$ cat src/rtl/link_bert_pkg.sv
package link_bert_pkg;

  localparam int PAT_W = 4;

  localparam logic [PAT_W-1:0] PAT_SWING_FULL = 4'd0;
  localparam logic [PAT_W-1:0] PAT_SWING_ALT  = 4'd1;
  localparam logic [PAT_W-1:0] PAT_SWING_PAIR = 4'd2;
  localparam logic [PAT_W-1:0] PAT_ADD_ALT    = 4'd3;
  localparam logic [PAT_W-1:0] PAT_COUNT      = 4'd4;
  localparam logic [PAT_W-1:0] PAT_SPLIT      = 4'd5;
  localparam logic [PAT_W-1:0] PAT_WALK_ONE   = 4'd6;
  localparam logic [PAT_W-1:0] PAT_WALK_ZERO  = 4'd7;

  typedef struct packed {
    logic genLoad;    // restart transmit sequence at index 0
    logic genStep;    // advance transmit sequence
    logic chkUnlock;  // drop checker alignment
    logic cntClear;   // zero both counters
  } bert_strobe_t;

endpackage

$ cat src/rtl/link_bert_pattern.sv
module link_bert_pattern
  import link_bert_pkg::*;
#(
  parameter int WORD_W = 32
) (
  input  logic              clk,
  input  logic              rst_n,
  input  logic [PAT_W-1:0]  pattern,
  input  logic              restart,
  input  logic              step,
  output logic [WORD_W-1:0] seedWord,
  output logic [WORD_W-1:0] curWord
);

  localparam int HALF = WORD_W / 2;
  localparam logic [WORD_W-1:0] ALT_WORD  = {(WORD_W/2){2'b10}};
  localparam logic [WORD_W-1:0] PAIR_WORD = {(WORD_W/4){4'b1100}};
  localparam logic [WORD_W-1:0] ONE_WORD  = WORD_W'(1);

  logic [WORD_W-1:0] state;
  logic [WORD_W-1:0] baseWord;
  logic [WORD_W-1:0] nextWord;

  // index-0 word of each sequence
  always_comb begin
    case (pattern)
      PAT_SWING_ALT:  seedWord = ALT_WORD;
      PAT_SWING_PAIR: seedWord = PAIR_WORD;
      PAT_WALK_ONE:   seedWord = ONE_WORD;
      PAT_WALK_ZERO:  seedWord = ~ONE_WORD;
      default:        seedWord = '0;
    endcase
  end

  assign baseWord = restart ? seedWord : state;

  // successor of the base word
  always_comb begin
    case (pattern)
      PAT_SWING_FULL,
      PAT_SWING_ALT,
      PAT_SWING_PAIR: nextWord = ~baseWord;
      PAT_ADD_ALT:    nextWord = baseWord + ALT_WORD;
      PAT_COUNT:      nextWord = baseWord + ONE_WORD;
      PAT_SPLIT:      nextWord = {baseWord[WORD_W-1:HALF] + HALF'(1),
                                  baseWord[HALF-1:0] - HALF'(1)};
      PAT_WALK_ONE,
      PAT_WALK_ZERO:  nextWord = {baseWord[WORD_W-2:0], baseWord[WORD_W-1]};
      default:        nextWord = '0;
    endcase
  end

  always_ff @(posedge clk) begin
    if (!rst_n)       state <= '0;
    else if (step)    state <= nextWord;
    else if (restart) state <= seedWord;
  end

  assign curWord = state;

endmodule

$ cat src/rtl/link_bert_ctrl.sv
module link_bert_ctrl
  import link_bert_pkg::*;
(
  input  logic             clk,
  input  logic             rst_n,
  input  logic [PAT_W-1:0] cfgPattern,
  input  logic             cmdStart,
  input  logic             cmdStop,
  input  logic             cmdClear,
  output logic             running,
  output logic             firstWord,
  output logic [PAT_W-1:0] genPattern,
  output logic [PAT_W-1:0] heldPattern,
  output bert_strobe_t     strobe
);

  logic startAcc;

  assign startAcc = cmdStart && !running;

  always_ff @(posedge clk) begin
    if (!rst_n) begin
      running     <= 1'b0;
      firstWord   <= 1'b0;
      heldPattern <= '0;
    end else begin
      firstWord <= startAcc;
      if (startAcc) begin
        running     <= 1'b1;
        heldPattern <= cfgPattern;
      end else if (cmdStop) begin
        running <= 1'b0;
      end
    end
  end

  // the generator loads its seed in the same edge that captures the code
  assign genPattern       = startAcc ? cfgPattern : heldPattern;
  assign strobe.genLoad   = startAcc;
  assign strobe.genStep   = running;
  assign strobe.chkUnlock = startAcc;
  assign strobe.cntClear  = cmdClear;

  assert_code_held_R8 : assert property (@(posedge clk) disable iff (!rst_n)
    running |=> (!running || $stable(heldPattern)));

  assert_stop_R9 : assert property (@(posedge clk) disable iff (!rst_n)
    (running && cmdStop) |=> !running);

  assert_start_R2 : assert property (@(posedge clk) disable iff (!rst_n)
    (!running && cmdStart) |=> (running && firstWord));

endmodule

$ cat src/rtl/link_bert_path.sv
module link_bert_path
  import link_bert_pkg::*;
#(
  parameter int WORD_W = 32,
  parameter int CNT_W  = 32
) (
  input  logic              clk,
  input  logic              rst_n,
  input  bert_strobe_t      strobe,
  input  logic [PAT_W-1:0]  genPattern,
  input  logic [PAT_W-1:0]  heldPattern,
  output logic [WORD_W-1:0] txWord,
  input  logic [WORD_W-1:0] rxWord,
  input  logic              rxValid,
  input  logic              rxFirst,
  output logic [CNT_W-1:0]  wordCount,
  output logic [CNT_W-1:0]  errorCount
);

  localparam int POP_W = $clog2(WORD_W + 1);

  logic [WORD_W-1:0] genSeed;
  logic [WORD_W-1:0] refSeed;
  logic [WORD_W-1:0] refWord;
  logic [WORD_W-1:0] expected;
  logic [WORD_W-1:0] diff;
  logic [POP_W-1:0]  bitErrs;
  logic              refMark;
  logic              locked;
  logic              compareEn;
  logic [CNT_W:0]    errSum;

  link_bert_pattern #(.WORD_W(WORD_W)) u_gen (
    .clk      (clk),
    .rst_n    (rst_n),
    .pattern  (genPattern),
    .restart  (strobe.genLoad),
    .step     (strobe.genStep),
    .seedWord (genSeed),
    .curWord  (txWord)
  );

  assign refMark = rxValid && rxFirst;

  link_bert_pattern #(.WORD_W(WORD_W)) u_ref (
    .clk      (clk),
    .rst_n    (rst_n),
    .pattern  (heldPattern),
    .restart  (refMark),
    .step     (rxValid),
    .seedWord (refSeed),
    .curWord  (refWord)
  );

  assign expected  = rxFirst ? refSeed : refWord;
  assign diff      = rxWord ^ expected;
  assign compareEn = rxValid && (rxFirst || locked) && !strobe.chkUnlock;

  always_comb begin
    bitErrs = '0;
    for (int i = 0; i < WORD_W; i++) bitErrs = bitErrs + POP_W'(diff[i]);
  end

  assign errSum = {1'b0, errorCount} + (CNT_W+1)'(bitErrs);

  always_ff @(posedge clk) begin
    if (!rst_n || strobe.chkUnlock) locked <= 1'b0;
    else if (refMark)               locked <= 1'b1;
  end

  always_ff @(posedge clk) begin
    if (!rst_n || strobe.cntClear) begin
      wordCount  <= '0;
      errorCount <= '0;
    end else if (compareEn) begin
      if (wordCount != '1) wordCount <= wordCount + CNT_W'(1);
      errorCount <= errSum[CNT_W] ? '1 : errSum[CNT_W-1:0];
    end
  end

  assert_clear_R12 : assert property (@(posedge clk) disable iff (!rst_n)
    strobe.cntClear |=> (wordCount == '0 && errorCount == '0));

  assert_word_step_R11 : assert property (@(posedge clk) disable iff (!rst_n)
    !strobe.cntClear |=> (wordCount - $past(wordCount)) <= CNT_W'(1));

  assert_err_step_R11 : assert property (@(posedge clk) disable iff (!rst_n)
    !strobe.cntClear |=> (errorCount - $past(errorCount)) <= CNT_W'(WORD_W));

  assert_no_wrap_R13 : assert property (@(posedge clk) disable iff (!rst_n)
    (!strobe.cntClear && errorCount == '1) |=> errorCount == '1);

  assert_ignore_unaligned_R10 : assert property (@(posedge clk) disable iff (!rst_n)
    (strobe.chkUnlock && !strobe.cntClear) |=> $stable(wordCount));

endmodule

$ cat src/rtl/link_bert.sv
module link_bert
  import link_bert_pkg::*;
#(
  parameter int WORD_W = 32,
  parameter int CNT_W  = 32
) (
  input  logic              clk,
  input  logic              rst_n,
  input  logic [3:0]        cfgPattern,
  input  logic              cmdStart,
  input  logic              cmdStop,
  input  logic              cmdClear,
  output logic [WORD_W-1:0] txWord,
  output logic              txValid,
  output logic              txFirst,
  input  logic [WORD_W-1:0] rxWord,
  input  logic              rxValid,
  input  logic              rxFirst,
  output logic [CNT_W-1:0]  wordCount,
  output logic [CNT_W-1:0]  errorCount,
  output logic              running
);

  bert_strobe_t     strobe;
  logic [PAT_W-1:0] genPattern;
  logic [PAT_W-1:0] heldPattern;
  logic             firstWord;

  link_bert_ctrl u_ctrl (
    .clk         (clk),
    .rst_n       (rst_n),
    .cfgPattern  (cfgPattern),
    .cmdStart    (cmdStart),
    .cmdStop     (cmdStop),
    .cmdClear    (cmdClear),
    .running     (running),
    .firstWord   (firstWord),
    .genPattern  (genPattern),
    .heldPattern (heldPattern),
    .strobe      (strobe)
  );

  link_bert_path #(.WORD_W(WORD_W), .CNT_W(CNT_W)) u_path (
    .clk         (clk),
    .rst_n       (rst_n),
    .strobe      (strobe),
    .genPattern  (genPattern),
    .heldPattern (heldPattern),
    .txWord      (txWord),
    .rxWord      (rxWord),
    .rxValid     (rxValid),
    .rxFirst     (rxFirst),
    .wordCount   (wordCount),
    .errorCount  (errorCount)
  );

  assign txValid = running;
  assign txFirst = firstWord;

  assert_marker_single_R2 : assert property (@(posedge clk) disable iff (!rst_n)
    txFirst |=> !txFirst);

  assert_marker_valid_R2 : assert property (@(posedge clk) disable iff (!rst_n)
    txFirst |-> txValid);

endmodule

$ cat config.mk
export PLATFORM = sky130hd
export DESIGN_NAME = link_bert
export DESIGN_NICKNAME = d
export VERILOG_FILES = /design/src/rtl/link_bert_pkg.sv /design/src/rtl/link_bert_pattern.sv /design/src/rtl/link_bert_ctrl.sv /design/src/rtl/link_bert_path.sv /design/src/rtl/link_bert.sv
export SDC_FILE = /design/constraint.sdc
export NUM_CORES = 1
export LEC_CHECK = 0
export ABC_AREA = 1
export BUFFER_PORTS_ARGS = -buffer_cell sky130_fd_sc_hd__clkbuf_2
export CORE_MARGIN = 5
export CORE_UTILIZATION = 50
export CTS_CLUSTER_SIZE = 20
export DETAILED_ROUTE_END_ITERATION = 7
export PLACE_DENSITY = 0.67
export SYNTH_ARGS = -nofsm -noshare
export SYNTH_HDL_FRONTEND = slang
export SYNTH_HIERARCHICAL = 1
export SYNTH_SLANG_ARGS = --single-unit
$ cat constraint.sdc
create_clock -name clk -period 19.1 [get_ports clk]
set_input_delay 2.865 -clock clk [delete_from_list [all_inputs] [get_ports clk]]
set_output_delay 2.865 -clock clk [all_outputs]
set_load 0.01 [all_outputs]
**Yosys cells after proc, flatten, opt, wreduce, memory -nomap -nowiden**

Index checks and enable logic that the tools add are counted.

- Equal/unequal tests: 15
- Mux-type cells: 13
- Bitwise gates (word level): 3
- Reduce and logical (&&, ||, !) cells: 18
- Add/subtract/negate cells: 41

Operators by type and width:

| cell | count |
|---|---|
| case mux 32 bit (5 select lines) | 2 |
| case mux 32 bit (4 select lines) | 2 |
| 2-to-1 mux 32 bit | 6 |
| adder 6 x 1 -> 6 bit | 30 |
| adder 32 x 1 -> 32 bit (second input constant) | 3 |
| adder 32 bit (second input constant) | 2 |
| inverter 32 bit | 2 |
| adder 32 x 6 -> 33 bit | 1 |
| adder 16 x 1 -> 16 bit (second input constant) | 2 |
| equality test 4 x 3 -> 1 bit (second input constant) | 8 |
| != test 32 bit (second input constant) | 1 |
| subtractor 16 x 1 -> 16 bit (second input constant) | 2 |
| XOR 32 bit | 1 |
| equality test 4 x 2 -> 1 bit (second input constant) | 4 |
| equality test 4 x 1 -> 1 bit (second input constant) | 2 |
| zero test 4 bit | 2 |
| OR reduction 3 bit | 2 |
| logical AND 1 bit | 4 |
| 2-to-1 mux 4 bit | 1 |
| OR reduction 2 bit | 2 |
| zero test 1 bit | 3 |
| logical OR 1 bit | 3 |
| adder 1 x 1 -> 2 bit | 1 |
| 2-to-1 mux 1 bit | 2 |
| other kinds (2) | 2 |

- Input port bits: 43
- Output and inout port bits: 99
- Bits in registers: 135
- Word-level logic and storage cells: 98

**Depth between registers and ports, before layout**

Gate-level depths: netlist of the first run.

- Depth after elaboration: 37
- Mapped depth: 36
- Mapped depth without buffers: 36

**Hierarchy**

Netlist of the first run, hierarchy kept.

Modules (own cells, without submodules):

| module | area an instance (um^2) | instances | sequential area each (um^2) | cells each |
|---|---|---|---|---|
| link_bert_pattern | 5768.0 | 2 | 640.6 | 1139 |
| link_bert_path | 5820.6 | 1 | 1301.2 | 939 |
| link_bert_ctrl | 294.0 | 1 | 120.1 | 46 |
| link_bert | 7.5 | 1 | 0.0 | 1 |

**Worst setup path after synthesis of the first run**

OpenSTA, ideal clock, no wires.

- Path kind: input to register
- Start: in rxFirst
- End: reg u_path.errorCount[27]
- Data required time: 19.043 ns
- Stages on the path: 28
- Library setup time: 0.057 ns
- Arrival: 9.222 ns
- Path buffers: 2
- Path slack: 9.821 ns
- Path through: buf_4 -> inv_2 -> clkbuf_1 -> nand2_1 -> nand2_1 -> xor2_1 -> fa_1 -> fa_1 -> fa_1 -> fa_1 -> inv_1 -> fa_1 -> fa_1 -> fa_1 -> fa_1 -> o21ai_0 -> xor2_1 -> ha_1 -> nand2_1 -> clkinv_1 -> nand3_1 -> nand2_1 -> nand3_1 -> nor2_1 -> nand3_1 -> nand3_1 -> nand2_1 -> inv_1

- Longest elaborated chain between the ends: 35
- Elaborated cells on any way between the ends: 38
- Classes of those cells: add/sub: 32; mux: 2; bitwise: 1; reduce/logical: 3

RTL lines:

| element | line | RTL |
|---|---|---|
| start, declared | link_bert.sv:18 | `input logic rxFirst,` |
| 2-to-1 mux 32 bit | link_bert_path.sv:55 | `assign expected = rxFirst ? refSeed : refWord;` |
| XOR 32 bit | link_bert_path.sv:56 | `assign diff = rxWord ^ expected;` |
| adder 1 x 1 -> 2 bit | link_bert_path.sv:61 | `for (int i = 0; i < WORD_W; i++) bitErrs = bitErrs + POP_W'(diff[i]);` |
| adder 6 x 1 -> 6 bit (30 in a row) | link_bert_path.sv:61 |  |
| adder 32 x 6 -> 33 bit | link_bert_path.sv:64 | `assign errSum = {1'b0, errorCount} + (CNT_W+1)'(bitErrs);` |
| 2-to-1 mux 32 bit | link_bert_path.sv:77 | `errorCount <= errSum[CNT_W] ? '1 : errSum[CNT_W-1:0];` |
| end signal, assigned | link_bert_path.sv:77 |  |
| end, declared | link_bert_path.sv:17 | `output logic [CNT_W-1:0] errorCount` |

Several ways; a longest one is shown, not always the timed one.
A chain may end at the register's enable or synchronous reset.

**Worst setup path after layout of the first run**

- Start: in rxFirst
- End: reg u_path.errorCount[21]

The elaborated chain is that of the path after synthesis.

==> results.rst, run 1 <==
.. list-table::
   :header-rows: 1

   * - Metric
     - Value
   * - Number of placement rows
     - 68
   * - Leakage power of the design
     - 8.82 nW
   * - Initial DRC Count
     - 3,175
   * - Hold Crit Class
     - reg -> reg
   * - DRC violations left
     - 0
   * - Clock period minus final worst setup slack
     - 10.29 ns
   * - Largest fanout of any net on the critical path
     - 34
   * - Required time reported for the critical path endpoint
     - 19.49 ns
   * - # clock sinks
     - 135
   * - Most repeated library cell on the critical path
     - sky130_fd_sc_hd__fa_1
   * - Final count of negative-setup-slack endpoints
     - 0
   * - Final weighted congestion in routability-driven placement
     - 1.07
   * - Gate family responsible for the most delay along the worst path
     - adder cells
   * - Clock transition time at the flip-flop clock pins of the worst setup and hold paths
     - 0.07 ns
   * - Total power divided by cell area
     - 118 nW/µm²
   * - Antenna viol nets, final
     - 0
   * - Slowest cell on the critical path
     - sky130_fd_sc_hd__inv_2
   * - Final wirelength
     - 75,200 µm
   * - Type of the worst setup path
     - in -> reg
   * - Cells after synthesis
     - 3,232
   * - Critical R2R Launch
     - u_ctrl/heldPattern[1]
   * - Number of global-route vias before repair
     - 20.4k
   * - Die Span X
     - 197 µm
   * - Vias/cell
     - 6.00
   * - Root cell of the clock tree
     - sky130_fd_sc_hd__clkbuf_16
   * - Post-route clock period utilization
     - 0.539
   * - CTS resizes
     - 0
   * - CTS H-tree depth
     - 4
   * - Final core area utilization
     - 0.545
   * - Pin count of the biggest net entering global routing
     - 54
   * - Largest incremental delay on the critical path
     - 0.59 ns
   * - Arr. time, crit path
     - 10.68 ns
   * - TritonCTS buffer count
     - 17
   * - Run status
     - completed
   * - Fraction of layout instances using a drive strength above 1
     - 0.105
   * - Post-Syn Area per Cell
     - 5.40 µm²
   * - Launch instance of the worst min-delay path
     - u_path/wordCount[15]
   * - Measured slew at the worst slew-check pin
     - 1.27 ns
   * - Layout filler cell count
     - 3,724
   * - CP bufs+invs
     - 5
   * - Setup repair after global routing missed its margin
     - no
   * - Initial antenna violation count
     - 0
   * - Area growth from synthesis to layout
     - 7.64%
   * - Number of max-capacitance violations reported
     - 0
   * - Synth warnings
     - 6
   * - Global-route usage over all layers
     - 0.371
   * - Y dimension of the die
     - 197 µm
   * - Number of nets at the end of the flow
     - 3,387
   * - Worst clock skew
     - 0.0118 ns
   * - Number of detailed-route iterations in the first pass
     - 7
   * - Endpoint class of the critical path
     - flip-flop
   * - Max IR drop VDD
     - 373 µV
   * - Hold-fix buffer count after cts
     - 0
   * - Relative slew margins
     - 0.150
   * - Die area
     - 38,700 µm²
   * - Total via count in the routed design
     - 22.6k
   * - Clock network latency to the later pin of the worst-skew pair
     - 0.46 ns
   * - Number of I/O pins
     - 142
   * - Remaining global-route overflow
     - 0
   * - Setup total negative slack
     - 0 ns
   * - Final hold viol count
     - 0
   * - WL/cell
     - 20.0 µm
   * - Core outline area
     - 34,500 µm²
   * - Clock Path Buffers
     - 2
   * - CTS tree
     - yes
   * - Count of buffers from port buffering
     - 141
   * - Setup fix buffers added after clock tree synthesis
     - 0
   * - Number of max-slew violations in the final report
     - 0
   * - Starting Density
     - 0.506
   * - Netlist Area Pre-Place
     - 17,400 µm²
   * - Sort of element at the start of the critical path
     - input port
   * - Critical path startpoint
     - rxFirst
   * - Global-route wire length before repair
     - 115,000 µm
   * - Achievable frequency
     - 0.0972 GHz
   * - Placed wire-length estimate
     - 56,600 µm
   * - Post-Syn Nets
     - 3,329
-- registers in the layout, indices dropped and copies added, names as in the netlist --
name                  count
u_ctrl/firstWord          1
u_path/wordCount         32
u_path/u_gen/curWord     32
u_ctrl/running            1
u_ctrl/heldPattern        4
u_path/locked             1
u_path/errorCount        32
u_path/u_ref/curWord     32
-- worst min-delay path, delay by kind of cell, from the launching register on --
family,cells,cell delay (ns)
compound gates,1,0.06
simple gates,1,0.08
flops,1,0.35
-- cell usage in the layout (no fill, tap or decap), types with 10 or more instances in the layout --
| cell type | instances |
|---|---|
| sky130_fd_sc_hd__nand2_1 | 1148 |
| sky130_fd_sc_hd__clkbuf_2 | 141 |
| sky130_fd_sc_hd__nor2_1 | 358 |
| sky130_fd_sc_hd__nand3_2 | 15 |
| sky130_fd_sc_hd__xnor2_1 | 19 |
| sky130_fd_sc_hd__nand3_1 | 359 |
| sky130_fd_sc_hd__xor2_1 | 35 |
| sky130_fd_sc_hd__nand2_2 | 28 |
| sky130_fd_sc_hd__dfxtp_1 | 135 |
| sky130_fd_sc_hd__or2_2 | 23 |
| sky130_fd_sc_hd__o21ai_0 | 71 |
| sky130_fd_sc_hd__o21ai_1 | 16 |
| sky130_fd_sc_hd__o22ai_1 | 40 |
| sky130_fd_sc_hd__nand3b_1 | 24 |
| sky130_fd_sc_hd__a21oi_1 | 160 |
| sky130_fd_sc_hd__fa_1 | 25 |
| sky130_fd_sc_hd__nor2_2 | 40 |
| sky130_fd_sc_hd__inv_1 | 348 |
| sky130_fd_sc_hd__buf_4 | 17 |
| sky130_fd_sc_hd__clkbuf_16 | 17 |
| sky130_fd_sc_hd__inv_2 | 27 |
| sky130_fd_sc_hd__ha_1 | 29 |
| sky130_fd_sc_hd__nor3_1 | 45 |
| sky130_fd_sc_hd__nand4_1 | 63 |
| sky130_fd_sc_hd__a31oi_1 | 10 |
| sky130_fd_sc_hd__o211ai_1 | 11 |
-- per-stage QoR --
stage                     total power [mW]  std cells  cell area, µm²  hold WS (ns)  setup slack, ns
after floorplan                       1.50       3232           17400         0.510             9.82
after global placement                1.76       3726           18200         0.489             8.71
after detailed placement              1.85       3726           18200         0.515             8.41
after CTS                             2.20       3758           18800         0.526             8.88
after global routing                  2.44       3758           18800         0.556             8.21
final                                 2.21       3760           18800         0.524             8.81
-- final cells by class --
type / instances / area, µm² / area share
repair buffers: 158 / 833 / 0.0444
diodes: 2 / 5.00 / 0.000267
flip-flops and latches: 135 / 2700 / 0.144
clock inverters: 15 / 156 / 0.00833
inverters: 384 / 1440 / 0.0769
well taps: 455 / 569 / 0.0303
clock buffers: 17 / 425 / 0.0227
multi-input cells: 2594 / 12600 / 0.673
-- power by group --
group / switching (mW) / total, mW / internal [mW] / leakage [nW]
Clock: 0.161 / 0.346 / 0.185 / 0.283
Combinational: 0.965 / 1.55 / 0.583 / 7.44
Sequential: 0.0189 / 0.318 / 0.299 / 1.10
-- path summary, 6_finish.rpt --
kind | to | slack, ns | cells after the start
min | u_path/wordCount[15] | 0.52 | 2
max reg2reg | u_path/errorCount[21] | 10.90 | 29
max | u_path/errorCount[21] | 8.81 | 27
min reg2reg | u_path/wordCount[15] | 0.52 | 2
-- metal layers --
metal | track usage | vias up | share of wire | wire length [µm]
met2 | 0.538 | 1539 | 0.41 | 30900
li1 | - | 10484 | - | -
met4 | 0.155 | 0 | 0.041 | 3100
met5 | 0 | - | 0 | 0
met1 | 0.516 | 10310 | 0.41 | 30700
met3 | 0.109 | 225 | 0.14 | 10500
Power figures use the tool's default switching activity.
==> run 2, diff against run 1 <==
ABC_AREA = 0   (was 1)
PLACE_DENSITY = 0.71   (was 0.67)
clock period = 9.1 ns   (was 19.1 ns; I/O delays follow)
==> run 2 against run 1 <==
Compared with the run above:
- hold slack worse by 0.024 ns
- final cell count decreased by 38%
- flip-flop and latch count stayed put
- utilization is 0.14 points higher
- global-route usage fell by 5.3 points
- sequential share of layout area grew 2.8 points
- clock skew rose by 0.0059 ns
- via count shrank 28%
- critical path type is now reg -> reg
==> results.rst, run 2 <==
.. list-table::
   :header-rows: 1

   * - Metric
     - Value
   * - Setup repair after global routing missed its margin
     - no
   * - Number of detailed-route iterations in the first pass
     - 7 (unchanged)
   * - Final wirelength
     - 55,300 µm (-26%)
   * - CTS resizes
     - 0 (unchanged)
   * - Initial antenna violation count
     - 2 (+2)
   * - Number of I/O pins
     - 142 (unchanged)
   * - Setup total negative slack
     - 0 ns (unchanged)
   * - Final worst slack
     - 0.582 ns (-8.23 ns)
   * - Relative slew margins
     - 0.213 (+0.0631)
   * - Run status
     - completed
   * - Final weighted congestion in routability-driven placement
     - 0.996 (-7.3%)
   * - CP bufs+invs
     - 4 (-1)
   * - Largest fanout of any net on the critical path
     - 18 (-47%)
   * - Post-route clock period utilization
     - 0.936
   * - Area growth from synthesis to layout
     - 7.73% (about the same)
   * - Post-Syn Area per Cell
     - 7.70 µm² (+43%)
   * - Endpoint class of the critical path
     - flip-flop
   * - Post-layout power
     - 4.19 mW (+89%)
   * - Remaining global-route overflow
     - 0 (unchanged)
   * - Number of standard cells in the final layout excluding fillers
     - 2,315 (-38%)
   * - Required time reported for the critical path endpoint
     - 9.47 ns (-10.02 ns)
   * - Vias/cell
     - 7.02 (+17%)
   * - Total via count in the routed design
     - 16.2k (-28%)
   * - Slowest cell on the critical path
     - sky130_fd_sc_hd__dfxtp_1
   * - # clock sinks
     - 135 (unchanged)
   * - Commonest cells after routing, fill and taps aside
     - 162 x sky130_fd_sc_hd__a21oi_1, 150 x sky130_fd_sc_hd__nand2_1, 141 x sky130_fd_sc_hd__clkbuf_2, 135 x sky130_fd_sc_hd__dfxtp_1, 126 x sky130_fd_sc_hd__o21ai_0
   * - Leakage power of the design
     - 5.77 nW (-35%)
   * - WL/cell
     - 23.9 µm (+20%)
   * - Number of global-route vias before repair
     - 15.1k (-26%)
   * - Max IR drop VDD
     - 473 µV (+27%)
   * - Number of max-slew violations in the final report
     - 0 (unchanged)
   * - Die area
     - 32,600 µm² (-16%)
   * - Cells after synthesis
     - 1,890 (-42%)
   * - Clock period minus final worst setup slack
     - 8.52 ns
   * - Fraction of layout instances using a drive strength above 1
     - 0.161 (+0.0553)
   * - DRC violations left
     - 0 (unchanged)
   * - Core outline area
     - 28,700 µm² (-17%)
   * - Dpl cells
     - 2,281 (-39%)
   * - Layout filler cell count
     - 2,761 (-26%)
   * - Number of nets at the end of the flow
     - 2,013 (-41%)
   * - TritonCTS buffer count
     - 17 (unchanged)
   * - Post-Syn Nets
     - 1,987 (-40%)
   * - Arr. time, crit path
     - 8.89 ns (-1.79 ns)
   * - Global-route usage over all layers
     - 0.319 (-0.0528)
   * - Type of the worst setup path
     - reg -> reg
   * - CTS tree
     - yes
   * - Initial DRC Count
     - 2,305 (-27%)
   * - Antenna viol nets, final
     - 0 (unchanged)
   * - Starting Density
     - 0.507 (+0.000904)
   * - Number of max-capacitance violations reported
     - 0 (unchanged)
   * - Netlist Area Pre-Place
     - 14,600 µm² (-17%)
   * - Pin count of the biggest net entering global routing
     - 54 (unchanged)
   * - Measured slew at the worst slew-check pin
     - 1.18 ns (-0.0928 ns)
   * - Count of buffers from port buffering
     - 141 (unchanged)
   * - Achievable frequency
     - 0.117 GHz
   * - Setup fix buffers added after clock tree synthesis
     - 0 (unchanged)
   * - Hold Crit Class
     - reg -> reg
   * - Synth warnings
     - 6 (unchanged)
   * - Final count of negative-setup-slack endpoints
     - 0 (unchanged)
   * - Largest incremental delay on the critical path
     - 0.93 ns (+0.34 ns)
   * - Clock network latency to the later pin of the worst-skew pair
     - 0.44 ns (-0.02 ns)
   * - Gate family responsible for the most delay along the worst path
     - adder cells
   * - Most repeated library cell on the critical path
     - sky130_fd_sc_hd__fa_1
   * - Total power divided by cell area
     - 267 nW/µm² (+130%)
   * - Most common cell after layout, fill and taps aside
     - sky130_fd_sc_hd__a21oi_1
   * - Number of placement rows
     - 62 (-8.8%)
   * - CTS H-tree depth
     - 4 (unchanged)
   * - Clock transition time at the flip-flop clock pins of the worst setup and hold paths
     - 0.08 ns (about the same)
   * - Final hold viol count
     - 0 (unchanged)
   * - Global-route wire length before repair
     - 85,100 µm (-26%)
   * - Worst clock skew
     - 0.0177 ns (+0.00591 ns)
   * - Placed wire-length estimate
     - 39,000 µm (-31%)
   * - Clock Path Buffers
     - 2 (unchanged)
   * - Root cell of the clock tree
     - sky130_fd_sc_hd__clkbuf_16
   * - Die Span X
     - 181 µm (-8.2%)
   * - Worst-case setup slack after placement
     - 0.355 ns (-8.06 ns)
   * - Sort of element at the start of the critical path
     - flip-flop
   * - Hold-fix buffer count after cts
     - 0 (unchanged)
   * - Y dimension of the die
     - 181 µm (-8.2%)
run 2: path summary, 6_finish.rpt:
| kind | slack, ns | endpoint | cells past startpoint | from |
|---|---|---|---|---|
| setup / recovery | 0.58 | u_path/errorCount[29] | 26 | u_ctrl/heldPattern[2] |
| hold / removal | 0.50 | u_path/wordCount[1] | 2 | u_path/wordCount[1] |
| setup reg to reg | 0.58 | u_path/errorCount[29] | 26 | u_ctrl/heldPattern[2] |
| hold reg to reg | 0.50 | u_path/wordCount[1] | 2 | u_path/wordCount[1] |
run 2: report_power, final:
| group | internal (mW) | total, mW | switching [mW] |
|---|---|---|---|
| registers | 0.628 | 0.677 | 0.0488 |
| clock network | 0.373 | 0.738 | 0.364 |
| logic | 1.16 | 2.77 | 1.61 |
run 2: routing by layer:
metal / part of all wire / track usage
met5: 0.00023 / 0
met4: 0.067 / 0.199
met3: 0.10 / 0.0638
met2: 0.44 / 0.499
met1: 0.39 / 0.402
run 2: worst register-to-register path: stages (launching register included):
cell and delay [ns]:
sky130_fd_sc_hd__dfxtp_1 0.93, sky130_fd_sc_hd__xnor2_4 0.27, sky130_fd_sc_hd__a21oi_1 0.12, sky130_fd_sc_hd__nor2_1 0.46, sky130_fd_sc_hd__mux2i_1 0.18, sky130_fd_sc_hd__xnor2_1 0.18
sky130_fd_sc_hd__fa_1 0.54, sky130_fd_sc_hd__inv_1 0.06, sky130_fd_sc_hd__fa_1 0.52, sky130_fd_sc_hd__inv_1 0.05, sky130_fd_sc_hd__fa_1 0.48, sky130_fd_sc_hd__fa_1 0.49
sky130_fd_sc_hd__inv_1 0.05, sky130_fd_sc_hd__fa_1 0.52, sky130_fd_sc_hd__fa_1 0.53, sky130_fd_sc_hd__fa_1 0.48, sky130_fd_sc_hd__fa_1 0.42, sky130_fd_sc_hd__inv_1 0.07
sky130_fd_sc_hd__a21o_1 0.11, sky130_fd_sc_hd__a21oi_1 0.08, sky130_fd_sc_hd__xnor2_1 0.13, sky130_fd_sc_hd__ha_1 0.34, sky130_fd_sc_hd__a21o_1 0.23, sky130_fd_sc_hd__a21o_1 0.36
sky130_fd_sc_hd__o211ai_4 0.20, sky130_fd_sc_hd__or4_4 0.48, sky130_fd_sc_hd__a31oi_2 0.17
run 2: layout make-up:
| type | count | area [µm²] | area share |
|---|---|---|---|
| Antenna cell | 2 | 5.00 | 0.000319 |
| Clock buffer | 17 | 425 | 0.0271 |
| Clock inverter | 15 | 178 | 0.0113 |
| Inverter | 52 | 195 | 0.0125 |
| Multi-Input combinational cell | 1538 | 10800 | 0.686 |
| Sequential cell | 135 | 2700 | 0.172 |
| Tap cell | 384 | 480 | 0.0307 |
| Timing Repair Buffer | 172 | 938 | 0.0599 |
run 2: through the flow:
stage	cell area [µm²]	util	hold WS, ns
finish	15700	0.546	0.500
global route	15700	0.546	0.523
CTS	15700	0.546	0.501
detailed placement	15100	0.525	0.490
global placement	15100	0.525	0.478
floorplan	14600	-	0.460
